<file path="config.mk">
export PLATFORM = sky130hd
export DESIGN_NAME = mw_eeprom_slave
export DESIGN_NICKNAME = d
export VERILOG_FILES = /design/src/rtl/mwe_pkg.sv /design/src/rtl/mwe_sync.sv /design/src/rtl/mwe_store.sv /design/src/rtl/mwe_decoder.sv /design/src/rtl/mw_eeprom_slave.sv
export SDC_FILE = /design/constraint.sdc
export NUM_CORES = 2
export LEC_CHECK = 0
export ABC_AREA = 1
export BUFFER_PORTS_ARGS = -buffer_cell sky130_fd_sc_hd__buf_2
export CAP_MARGIN = 20
export CORE_MARGIN = 5
export CORE_UTILIZATION = 25
export CTS_CLUSTER_SIZE = 30
export DETAILED_ROUTE_END_ITERATION = 12
export PLACE_DENSITY = 0.37
export SYNTH_ARGS = -nofsm -noshare
export SYNTH_HDL_FRONTEND = slang
export SYNTH_SLANG_ARGS = --single-unit
</file>
<file path="constraint.sdc">
create_clock -name clk -period 2.8 [get_ports clk]
set_input_delay 0.28 -clock clk [delete_from_list [all_inputs] [get_ports clk]]
set_output_delay 0.28 -clock clk [all_outputs]
set_load 0.01 [all_outputs]
</file>
<file path="src/rtl/mwe_pkg.sv">
package mwe_pkg;
   typedef enum logic [2:0] {
      MW_NOP, MW_WRITE, MW_WRALL, MW_ERASE, MW_ERALL, MW_WEN, MW_WDS
   } mw_cmd_e;

   localparam logic [1:0] OP_EXT   = 2'b00;
   localparam logic [1:0] OP_WRITE = 2'b01;
   localparam logic [1:0] OP_READ  = 2'b10;
   localparam logic [1:0] OP_ERASE = 2'b11;

   localparam logic [1:0] EXT_WDS   = 2'b00;
   localparam logic [1:0] EXT_WRALL = 2'b01;
   localparam logic [1:0] EXT_ERALL = 2'b10;
   localparam logic [1:0] EXT_WEN   = 2'b11;
endpackage

</file>
<file path="src/rtl/mwe_sync.sv">
module mwe_sync #(
   parameter int STAGES = 2,
   parameter int W      = 3
) (
   input  logic         clk,
   input  logic         rst,
   input  logic [W-1:0] async_i,
   output logic [W-1:0] lvl_o
);
   generate
      if (STAGES < 2) begin : g_bad_stages
         $error("mwe_sync: STAGES must be at least 2");
      end
      if (W < 1) begin : g_bad_width
         $error("mwe_sync: W must be at least 1");
      end
   endgenerate

   logic [STAGES-1:0][W-1:0] chain_q;

   always_ff @(posedge clk) begin
      if (rst) chain_q <= '0;
      else     chain_q <= {chain_q[STAGES-2:0], async_i};
   end

   assign lvl_o = chain_q[STAGES-1];
endmodule

</file>
<file path="src/rtl/mwe_store.sv">
module mwe_store
   import mwe_pkg::*;
#(
   parameter int WORD_W = 16,
   parameter int ADDR_W = 6
) (
   input  logic              clk,
   input  logic              rst,
   input  logic              cmd_valid_i,
   input  mw_cmd_e           cmd_kind_i,
   input  logic [ADDR_W-1:0] cmd_addr_i,
   input  logic [WORD_W-1:0] cmd_data_i,
   input  logic [ADDR_W-1:0] rd_addr_i,
   output logic [WORD_W-1:0] rd_word_o
);
   localparam int DEPTH = 1 << ADDR_W;

   logic [DEPTH-1:0][WORD_W-1:0] mem_q;
   logic                         wen_q;

   always_ff @(posedge clk) begin
      if (rst) begin
         wen_q <= 1'b0;
      end else if (cmd_valid_i) begin
         if (cmd_kind_i == MW_WEN)      wen_q <= 1'b1;
         else if (cmd_kind_i == MW_WDS) wen_q <= 1'b0;
      end
   end

   always_ff @(posedge clk) begin
      if (rst) begin
         mem_q <= '0;
      end else if (cmd_valid_i && wen_q) begin
         for (int i = 0; i < DEPTH; i++) begin
            unique case (cmd_kind_i)
               MW_WRITE: if (cmd_addr_i == ADDR_W'(i)) mem_q[i] <= cmd_data_i;
               MW_ERASE: if (cmd_addr_i == ADDR_W'(i)) mem_q[i] <= '1;
               MW_WRALL: mem_q[i] <= cmd_data_i;
               MW_ERALL: mem_q[i] <= '1;
               default:  ;
            endcase
         end
      end
   end

   assign rd_word_o = mem_q[rd_addr_i];

   assert_locked_array_R9: assert property (@(posedge clk) disable iff (rst)
      !wen_q |=> $stable(mem_q));
   assert_latch_set_R6: assert property (@(posedge clk) disable iff (rst)
      (cmd_valid_i && cmd_kind_i == MW_WEN) |=> wen_q);
   assert_latch_clear_R6: assert property (@(posedge clk) disable iff (rst)
      (cmd_valid_i && cmd_kind_i == MW_WDS) |=> !wen_q);
   assert_erase_ones_R5: assert property (@(posedge clk) disable iff (rst)
      (cmd_valid_i && cmd_kind_i == MW_ERASE && wen_q)
      |=> (mem_q[$past(cmd_addr_i)] == {WORD_W{1'b1}}));
endmodule

</file>
<file path="src/rtl/mwe_decoder.sv">
module mwe_decoder
   import mwe_pkg::*;
#(
   parameter int WORD_W = 16,
   parameter int ADDR_W = 6
) (
   input  logic              clk,
   input  logic              rst,
   input  logic              cs_i,
   input  logic              sck_i,
   input  logic              di_i,
   input  logic [WORD_W-1:0] rd_word_i,
   output logic [ADDR_W-1:0] addr_o,
   output logic              cmd_valid_o,
   output mw_cmd_e           cmd_kind_o,
   output logic [WORD_W-1:0] cmd_data_o,
   output logic              so_o
);
   localparam int HDR_BITS = ADDR_W + 2;
   localparam int CNT_MAX  = (WORD_W > HDR_BITS) ? WORD_W : HDR_BITS;
   localparam int CNT_W    = $clog2(CNT_MAX + 1);

   generate
      if (ADDR_W < 2) begin : g_bad_addr
         $error("mwe_decoder: ADDR_W must be at least 2");
      end
      if (WORD_W < 2) begin : g_bad_word
         $error("mwe_decoder: WORD_W must be at least 2");
      end
   endgenerate

   typedef enum logic [2:0] {S_IDLE, S_HUNT, S_HDR, S_WDATA, S_RDATA, S_DONE} dstate_e;

   dstate_e             state_q;
   logic [CNT_W-1:0]    cnt_q;
   logic [HDR_BITS-2:0] hdr_q;
   logic [WORD_W-2:0]   dat_q;
   logic [WORD_W-2:0]   rsh_q;
   logic                all_q;
   logic                cs_prev_q, sck_prev_q;

   logic                cs_rise, sck_rise, sck_fall;
   logic [HDR_BITS-1:0] hdr_nx;
   logic [1:0]          op_nx, ext_nx;
   logic [WORD_W-1:0]   dat_nx;

   always_comb begin
      cs_rise  = cs_i & ~cs_prev_q;
      sck_rise = sck_i & ~sck_prev_q;
      sck_fall = ~sck_i & sck_prev_q;
      hdr_nx   = {hdr_q, di_i};
      op_nx    = hdr_nx[HDR_BITS-1 -: 2];
      ext_nx   = hdr_nx[ADDR_W-1 -: 2];
      dat_nx   = {dat_q, di_i};
   end

   always_ff @(posedge clk) begin
      if (rst) begin
         cs_prev_q  <= 1'b0;
         sck_prev_q <= 1'b0;
      end else begin
         cs_prev_q  <= cs_i;
         sck_prev_q <= sck_i;
      end
   end

   always_ff @(posedge clk) begin
      if (rst) begin
         state_q     <= S_IDLE;
         cnt_q       <= '0;
         hdr_q       <= '0;
         dat_q       <= '0;
         rsh_q       <= '0;
         all_q       <= 1'b0;
         addr_o      <= '0;
         cmd_valid_o <= 1'b0;
         cmd_kind_o  <= MW_NOP;
         cmd_data_o  <= '0;
         so_o        <= 1'b0;
      end else begin
         cmd_valid_o <= 1'b0;
         if (!cs_i) begin
            state_q <= S_IDLE;
            so_o    <= 1'b0;
         end else begin
            unique case (state_q)
               S_IDLE: if (cs_rise) state_q <= S_HUNT;
               S_HUNT: if (sck_rise && di_i) begin
                  state_q <= S_HDR;
                  cnt_q   <= '0;
               end
               S_HDR: if (sck_rise) begin
                  hdr_q <= hdr_nx[HDR_BITS-2:0];
                  cnt_q <= cnt_q + 1'b1;
                  if (cnt_q == CNT_W'(HDR_BITS - 1)) begin
                     addr_o <= hdr_nx[ADDR_W-1:0];
                     cnt_q  <= '0;
                     unique case (op_nx)
                        OP_READ:  state_q <= S_RDATA;
                        OP_WRITE: begin state_q <= S_WDATA; all_q <= 1'b0; end
                        OP_ERASE: begin
                           state_q <= S_DONE; cmd_valid_o <= 1'b1; cmd_kind_o <= MW_ERASE;
                        end
                        default: begin
                           unique case (ext_nx)
                              EXT_WRALL: begin state_q <= S_WDATA; all_q <= 1'b1; end
                              EXT_ERALL: begin
                                 state_q <= S_DONE; cmd_valid_o <= 1'b1; cmd_kind_o <= MW_ERALL;
                              end
                              EXT_WEN: begin
                                 state_q <= S_DONE; cmd_valid_o <= 1'b1; cmd_kind_o <= MW_WEN;
                              end
                              default: begin
                                 state_q <= S_DONE; cmd_valid_o <= 1'b1; cmd_kind_o <= MW_WDS;
                              end
                           endcase
                        end
                     endcase
                  end
               end
               S_WDATA: if (sck_rise) begin
                  dat_q <= dat_nx[WORD_W-2:0];
                  cnt_q <= cnt_q + 1'b1;
                  if (cnt_q == CNT_W'(WORD_W - 1)) begin
                     state_q     <= S_DONE;
                     cmd_valid_o <= 1'b1;
                     cmd_kind_o  <= all_q ? MW_WRALL : MW_WRITE;
                     cmd_data_o  <= dat_nx;
                  end
               end
               S_RDATA: if (sck_fall) begin
                  cnt_q <= cnt_q + 1'b1;
                  if (cnt_q == CNT_W'(WORD_W)) begin
                     state_q <= S_DONE;
                     so_o    <= 1'b0;
                  end else if (cnt_q == '0) begin
                     so_o  <= rd_word_i[WORD_W-1];
                     rsh_q <= rd_word_i[WORD_W-2:0];
                  end else begin
                     so_o  <= rsh_q[WORD_W-2];
                     rsh_q <= rsh_q << 1;
                  end
               end
               default: ;
            endcase
         end
      end
   end

   assert_sdo_quiet_R11: assert property (@(posedge clk) disable iff (rst)
      (state_q != S_RDATA) |-> !so_o);
   assert_sdo_deselect_R11: assert property (@(posedge clk) disable iff (rst)
      !cs_i |=> !so_o);
   assert_cnt_bound_R3: assert property (@(posedge clk) disable iff (rst)
      (state_q == S_RDATA) |-> (cnt_q <= CNT_W'(WORD_W)));
   assert_one_cmd_R10: assert property (@(posedge clk) disable iff (rst)
      cmd_valid_o |=> !cmd_valid_o);
endmodule

</file>
<file path="src/rtl/mw_eeprom_slave.sv">
module mw_eeprom_slave
   import mwe_pkg::*;
#(
   parameter int WORD_W      = 16,
   parameter int ADDR_W      = 6,
   parameter int SYNC_STAGES = 2
) (
   input  logic clk,
   input  logic rst,
   input  logic sel_i,
   input  logic sck_i,
   input  logic sdi_i,
   output logic sdo_o
);
   logic [2:0]        pins_s;
   logic [ADDR_W-1:0] addr;
   logic              cmd_valid;
   mw_cmd_e           cmd_kind;
   logic [WORD_W-1:0] cmd_data, rd_word;

   mwe_sync #(.STAGES(SYNC_STAGES), .W(3)) i_sync (
      .clk     (clk),
      .rst     (rst),
      .async_i ({sdi_i, sck_i, sel_i}),
      .lvl_o   (pins_s)
   );

   mwe_decoder #(.WORD_W(WORD_W), .ADDR_W(ADDR_W)) i_dec (
      .clk         (clk),
      .rst         (rst),
      .cs_i        (pins_s[0]),
      .sck_i       (pins_s[1]),
      .di_i        (pins_s[2]),
      .rd_word_i   (rd_word),
      .addr_o      (addr),
      .cmd_valid_o (cmd_valid),
      .cmd_kind_o  (cmd_kind),
      .cmd_data_o  (cmd_data),
      .so_o        (sdo_o)
   );

   mwe_store #(.WORD_W(WORD_W), .ADDR_W(ADDR_W)) i_store (
      .clk         (clk),
      .rst         (rst),
      .cmd_valid_i (cmd_valid),
      .cmd_kind_i  (cmd_kind),
      .cmd_addr_i  (addr),
      .cmd_data_i  (cmd_data),
      .rd_addr_i   (addr),
      .rd_word_o   (rd_word)
   );
endmodule

</file>
== After elaboration in Yosys (flattened, before gate mapping) ==
Cells that the tools add are included.
W data, S select, Z words.

* Bits in registers: 1106
* Input bits: 5

* $add $sub $neg: 1
* Magnitude comparators: 1
* Equality and inequality tests: 220
* Multiplexer cells: 233
* Bitwise logic cells: 9
* Reductions and logical operators: 89

{| class="wikitable"
|+ Operators by type and width
! kind !! number
|-
| $pmux W16 S4 || 64
|-
| $mux W16 || 129
|-
| $ne A2 B1 Y1 const B || 136
|-
| $reduce_and A4 Y1 || 67
|-
| $eq A6 B6 Y1 const B || 32
|-
| $bmux W16 S6 || 1
|-
| $eq A6 B5 Y1 const B || 16
|-
| $eq A6 B4 Y1 const B || 8
|-
| $mux W3 || 13
|-
| $mux W5 || 5
|-
| $eq A6 B3 Y1 const B || 4
|-
| $pmux W5 S4 || 1
|-
| $pmux W3 S3 || 2
|-
| $mux W15 || 1
|-
| $pmux W3 S5 || 1
|-
| $eq A3 B2 Y1 const B || 4
|-
| $eq A3 B3 Y1 const B || 4
|-
| $eq A6 B2 Y1 const B || 2
|-
| $pmux W3 S2 || 2
|-
| $reduce_and A6 Y1 || 2
|-
| $mux W1 || 10
|-
| $reduce_and A9 Y1 || 1
|-
| $eq A2 B2 Y1 const B || 4
|-
| $reduce_and A8 Y1 || 1
|-
| 24 further kinds || 43
|}

== Longest topological paths before layout ==
* Depth after elaboration: 6
* Gate-level depth with buffers: 16

== Hierarchy ==
A second synthesis with hierarchy kept.

* Cells, all modules: 7598
* Area total of the unflattened synthesis: 50718.6 um^2

{| class="wikitable"
|+ By module, submodules not included
! module !! instances !! cells an instance !! area an instance (um^2)
|-
| mwe_store || 1 || 7113 || 47147.7
|-
| mwe_decoder || 1 || 464 || 3383.2
|-
| mwe_sync || 1 || 21 || 187.7
|}

== Worst setup path before layout ==
Ideal clock, no wire load.

* Path type: register to register
* Start: register i_dec.addr_o[0]
* End: register i_store.mem_q[374] (netlist bit)
* Arrival time: 1.630 ns
* Required time: 2.681 ns
* Path slack: 1.051 ns
* Cell stages (with the launch flop): 11
* Buffers on the path: 3
* Cells stage by stage: dfxtp_1 buf_4 nand2_1 buf_2 nor2_1 nand2_1 a21oi_2 inv_1 buf_2 o21ai_0 a21oi_1

* Longest elaborated chain between the ends: 3
* Elaborated cells between the ends (all ways): 4
* Classes of those cells: eq/ne (3); reduce/logical (1)

{| class="wikitable"
|+ RTL lines
! item !! RTL line !! RTL
|-
| start, declared || mwe_decoder.sv:13 || <nowiki>output logic [ADDR_W-1:0] addr_o,</nowiki>
|-
| start signal, assigned || mwe_decoder.sv:96 || <nowiki>addr_o <= hdr_nx[ADDR_W-1:0];</nowiki>
|-
| $eq A6 B5 Y1 (*) || mwe_store.sv:36, mwe_store.sv:37 ||
|-
| $ne A2 B1 Y1 (no source line) || -- ||
|-
| $reduce_and A4 Y1 (no source line) (*) || -- ||
|-
| end signal, assigned by index || mwe_store.sv:36 || <nowiki>MW_WRITE: if (cmd_addr_i == ADDR_W'(i)) mem_q[i] <= cmd_data_i;</nowiki>
|-
| end signal, assigned by index || mwe_store.sv:38 || <nowiki>MW_WRALL: mem_q[i] <= cmd_data_i;</nowiki>
|-
| end, declared || mwe_store.sv:18 || <nowiki>logic [DEPTH-1:0][WORD_W-1:0] mem_q;</nowiki>
|}

Mark *: on every way between the ends. The rest lies on a longest branch, timed or not.
A chain may end at the register's enable or synchronous reset.

== Worst setup path after layout ==
* Start: register i_dec.addr_o[0]
* End: register i_dec.so_o

* Longest elaborated chain between the ends: 4

{| class="wikitable"
|+ RTL lines
! item !! RTL line !! RTL
|-
| $bmux W16 S6 || mwe_store.sv:46 || <nowiki>assign rd_word_o = mem_q[rd_addr_i];</nowiki>
|-
| $mux W16 (implied by the code) || mwe_store.sv:46 ||
|-
| $mux W1 || mwe_decoder.sv:136 || <nowiki>end else if (cnt_q == '0) begin</nowiki>
|-
| $mux W1 || mwe_decoder.sv:133 || <nowiki>if (cnt_q == CNT_W'(WORD_W)) begin</nowiki>
|-
| end signal, assigned || mwe_decoder.sv:137 || <nowiki>so_o <= rd_word_i[WORD_W-1];</nowiki>
|-
| end signal, assigned || mwe_decoder.sv:140 || <nowiki>so_o <= rsh_q[WORD_W-2];</nowiki>
|-
| end, declared || mwe_decoder.sv:17 || <nowiki>output logic so_o</nowiki>
|}

No other way between the ends. The select of a mux whose other input is x is not followed.

==> results.toml <==
[status]
status = "finished, final reports clean"

[run]
cap_violations = 0

[clocking]
cts.sinks = 1106
htree_levels = 4
clock_latency_ps = 770
post_cts_buffers = 0
cts_tree = "built"
path_clk_slew_ps = 60
root_buffer = "clkbuf_16"
cts_buffer_depth = 3
numCtsBuffers = 139

[routing]
routed-wl-met2_mm = 94.3
wl_per_cell_um = 21.9
via_per_inst = 5.02
wl_met1_mm = 104
ant_nets = 0
highest_layer = "met4"
drtIter0Drc = 3884
wl_met3_mm = 7.83
drc = 0
routed_wl_mm = 209
dr.pass1.iters = 6
vias = 48000

[worst_setup_path]
slowest_delay_ps = 510
cp_max_fo = 63
cp_cell_sequence = "inv_8 -> buf_12 -> nand2_1 -> nand2_1 -> nand2_1 -> nand2_1 -> nand2_1 -> nand2_1 -> nor2_1 -> nor2_1 -> nor2_1 -> nand3_1 -> nand2_1 -> a21oi_1"
critPathMostFrequentCell = "nand2_1"
rrSetupSlack_ps = 90
worstSetupPathType = "flop to flop"
cp.arrival_ps = 3360
crit_buf_inv = 2
slowest_stage = "nor2_1"
required_ps = 3450
crit_path_end_kind = "flop"
startpoint_type = "flop"
cp_top_family = "simple AND/OR/NAND/NOR gates"

[floorplan]
die_w_um = 455
rows = 163
start_util_pct = 25.1
die-area_mm2 = 0.207
io_pins = 6
die_h_um = 455
core_area_mm2 = 0.197

[logic_synthesis]
synthCells = 7101
synth.avg_cell_area_um2 = 6.96
ys_types = 28
yosysWarnings = 0
ys_seq_area_share_pct = 44.8
synth_area_mm2 = 0.0494
synth_seq_cells = 1106
synth_nets = 7115

[placed_design]
io_buffers = 5
place_congestion = 0.833
dp_hpwl_mm = 128

[timing]
min_period_over_period_pct = 96.8
skew_ps = 27.3
tightestPinTransition_ps = 741
hold_violations = 0
relSlewSlack_pct = 50.6
whs_ps = 94.3
max_freq_mhz = 369
rsz0062_at_grt = "yes"
final.setup.tns_ps = 0
period_needed_ps = 2710
setup_violations = 0
drv_slew = 0

[grt]
grt_max_degree = 115
grt.total_usage_pct = 19.7
grt_pass1_wl_mm = 312
antenna_found_initial = 3
grt_overflow = 0
grt_pass1_vias = 45400

[min_path]
hp-class = "primary input to flop"

[power_and_ir_drop]
ir_drop_mv = 0.402
power_density_mw_per_mm2 = 589
p_leak_uw = 0.0230

[layout]
syn2layout_area_growth_pct = 16.1
nFillCells = 21900
drive_gt1_share_pct = 8.65
final_nets = 6846
synthesized netlist by cell type:
master	n	area share (%)
nand4_4	1	0.043
nand3_1	76	0.77
a211oi_1	12	0.18
a21oi_2	5	0.089
inv_1	188	1.4
clkinv_1	7	0.053
clkbuf_1	459	3.5
inv_2	54	0.41
nand2_2	1	0.013
a31oi_1	927	12
a221oi_1	1	0.018
nand2_1	2341	18
o211ai_1	1	0.015
o21ai_0	1143	12
nor2_2	8	0.10
buf_1	39	0.30
nor2_1	209	1.6
a311oi_1	1	0.018
buf_2	206	2.1
o21a_1	2	0.030
ha_1	9	0.23
a22oi_1	3	0.046
nand4_1	34	0.43
buf_4	8	0.12
dfxtp_1	1106	45
a21oi_1	190	1.9
nor3_1	8	0.081
o21ai_1	62	0.63
metal layers:
layer  GRT usage (%)  vias up
met4            3.80        0
met1            28.7    23200
li1                -    23500
met5               0        -
met2            31.2     1044
met3            2.40      201
worst register-to-register path: cells and delay by family, from the launching register on:
kind                   cells  cell delay (ps)
AOI/OAI and AO/OA          1               60
DFF                        1              500
buffers and inverters      2              490
and+or+nand+nor           11             1540
area by class of cell:
class                           instances  area [um2]  area share (%)
Clock inverter                         22         204           0.355
Inverter                              249         971            1.69
Sequential cell                      1106       22100            38.6
Timing Repair Buffer                  302        3120            5.44
Multi-Input combinational cell       5034       23500            40.9
Tap cell                             2640        3300            5.76
Antenna cell                            2        5.00         0.00872
Clock buffer                          210        4150            7.24
kinds of logic after synthesis:
kind of cell	share of synthesized area (%)
buffers and inverters	7.88
flip-flops	44.8
AO/OA/AOI/OAI	26.3
adder cells (fa/ha/maj)	0.228
AND/OR/NAND/NOR	20.8
per-stage QoR:
step | std cells | util (%) | instance area (um2) | power [uW] | worst slack [ps]
global route | 9563 | 29.1 | 57400 | 34900 | -45.8
CTS | 9563 | 29.1 | 57300 | 34300 | 33.0
detailed placement | 9328 | 26.9 | 52900 | 16500 | -61.9
finish | 9565 | 29.1 | 57400 | 33800 | 89.2
global placement | 9328 | 26.9 | 52900 | 16500 | -86.1
floorplan | 7101 | - | 49400 | 16300 | 1050
worst paths after layout:
check             depth (start not counted)            endpoint               from
setup reg to reg                         14          i_dec.so_o    i_dec.addr_o[0]
hold reg to reg                           2     i_sync.lvl_o[1]  i_sync.chain_q[1]
setup / recovery                         14          i_dec.so_o    i_dec.addr_o[0]
hold / removal                            4  i_store.mem_q[427]                rst
registers in the layout (all words and copies together), names as in the netlist, 3 cells and up:
| register | flops |
|---|---|
| i_dec.dat_q | 15 |
| i_dec.state_q | 3 |
| i_store.mem_q | 1024 |
| i_dec.cmd_kind_o | 3 |
| i_dec.rsh_q | 15 |
| i_dec.cnt_q | 5 |
| i_sync.lvl_o | 3 |
| i_dec.hdr_q | 7 |
| i_sync.chain_q | 3 |
| i_dec.addr_o | 6 |
| i_dec.cmd_data_o | 16 |
where the power goes:
group          total, uW  internal [uW]  switching, uW  leakage [uW]
Clock              17600          10300           7280       0.00214
Combinational        406            102            304        0.0119
Sequential         15700          15700           2.43       0.00891
Total              33800          26200           7590        0.0230
what timing repair did:
item	CTS	global route
pin swaps	0	0
resized for setup	3	10
hold endpoints to repair	3	0
setup endpoints to repair	2	21
hold buffers	3	0
placed cells by master (no fill, tap or decap), types with 2 or more instances in the layout:
cell type	instances
buf_12	67
o21ai_1	62
a22oi_1	3
clkinv_2	23
nand4_1	34
dfxtp_1	1104
o21ai_0	1143
inv_1	181
nand2_1	2340
ha_1	9
inv_6	5
a21oi_2	13
nor2_1	197
inv_2	53
inv_8	3
clkbuf_8	28
dfxtp_4	2
diode_2	2
o21a_1	2
a211oi_1	12
clkbuf_16	145
nor2_4	6
bufinv_16	2
a31oi_1	927
nor2_2	14
buf_2	5
clkinv_8	2
buf_4	226
nand3_1	76
clkbuf_1	37
dlygate4sd3_1	3
nor3_1	8
a21oi_1	182
Power figures use the tool's default switching activity.
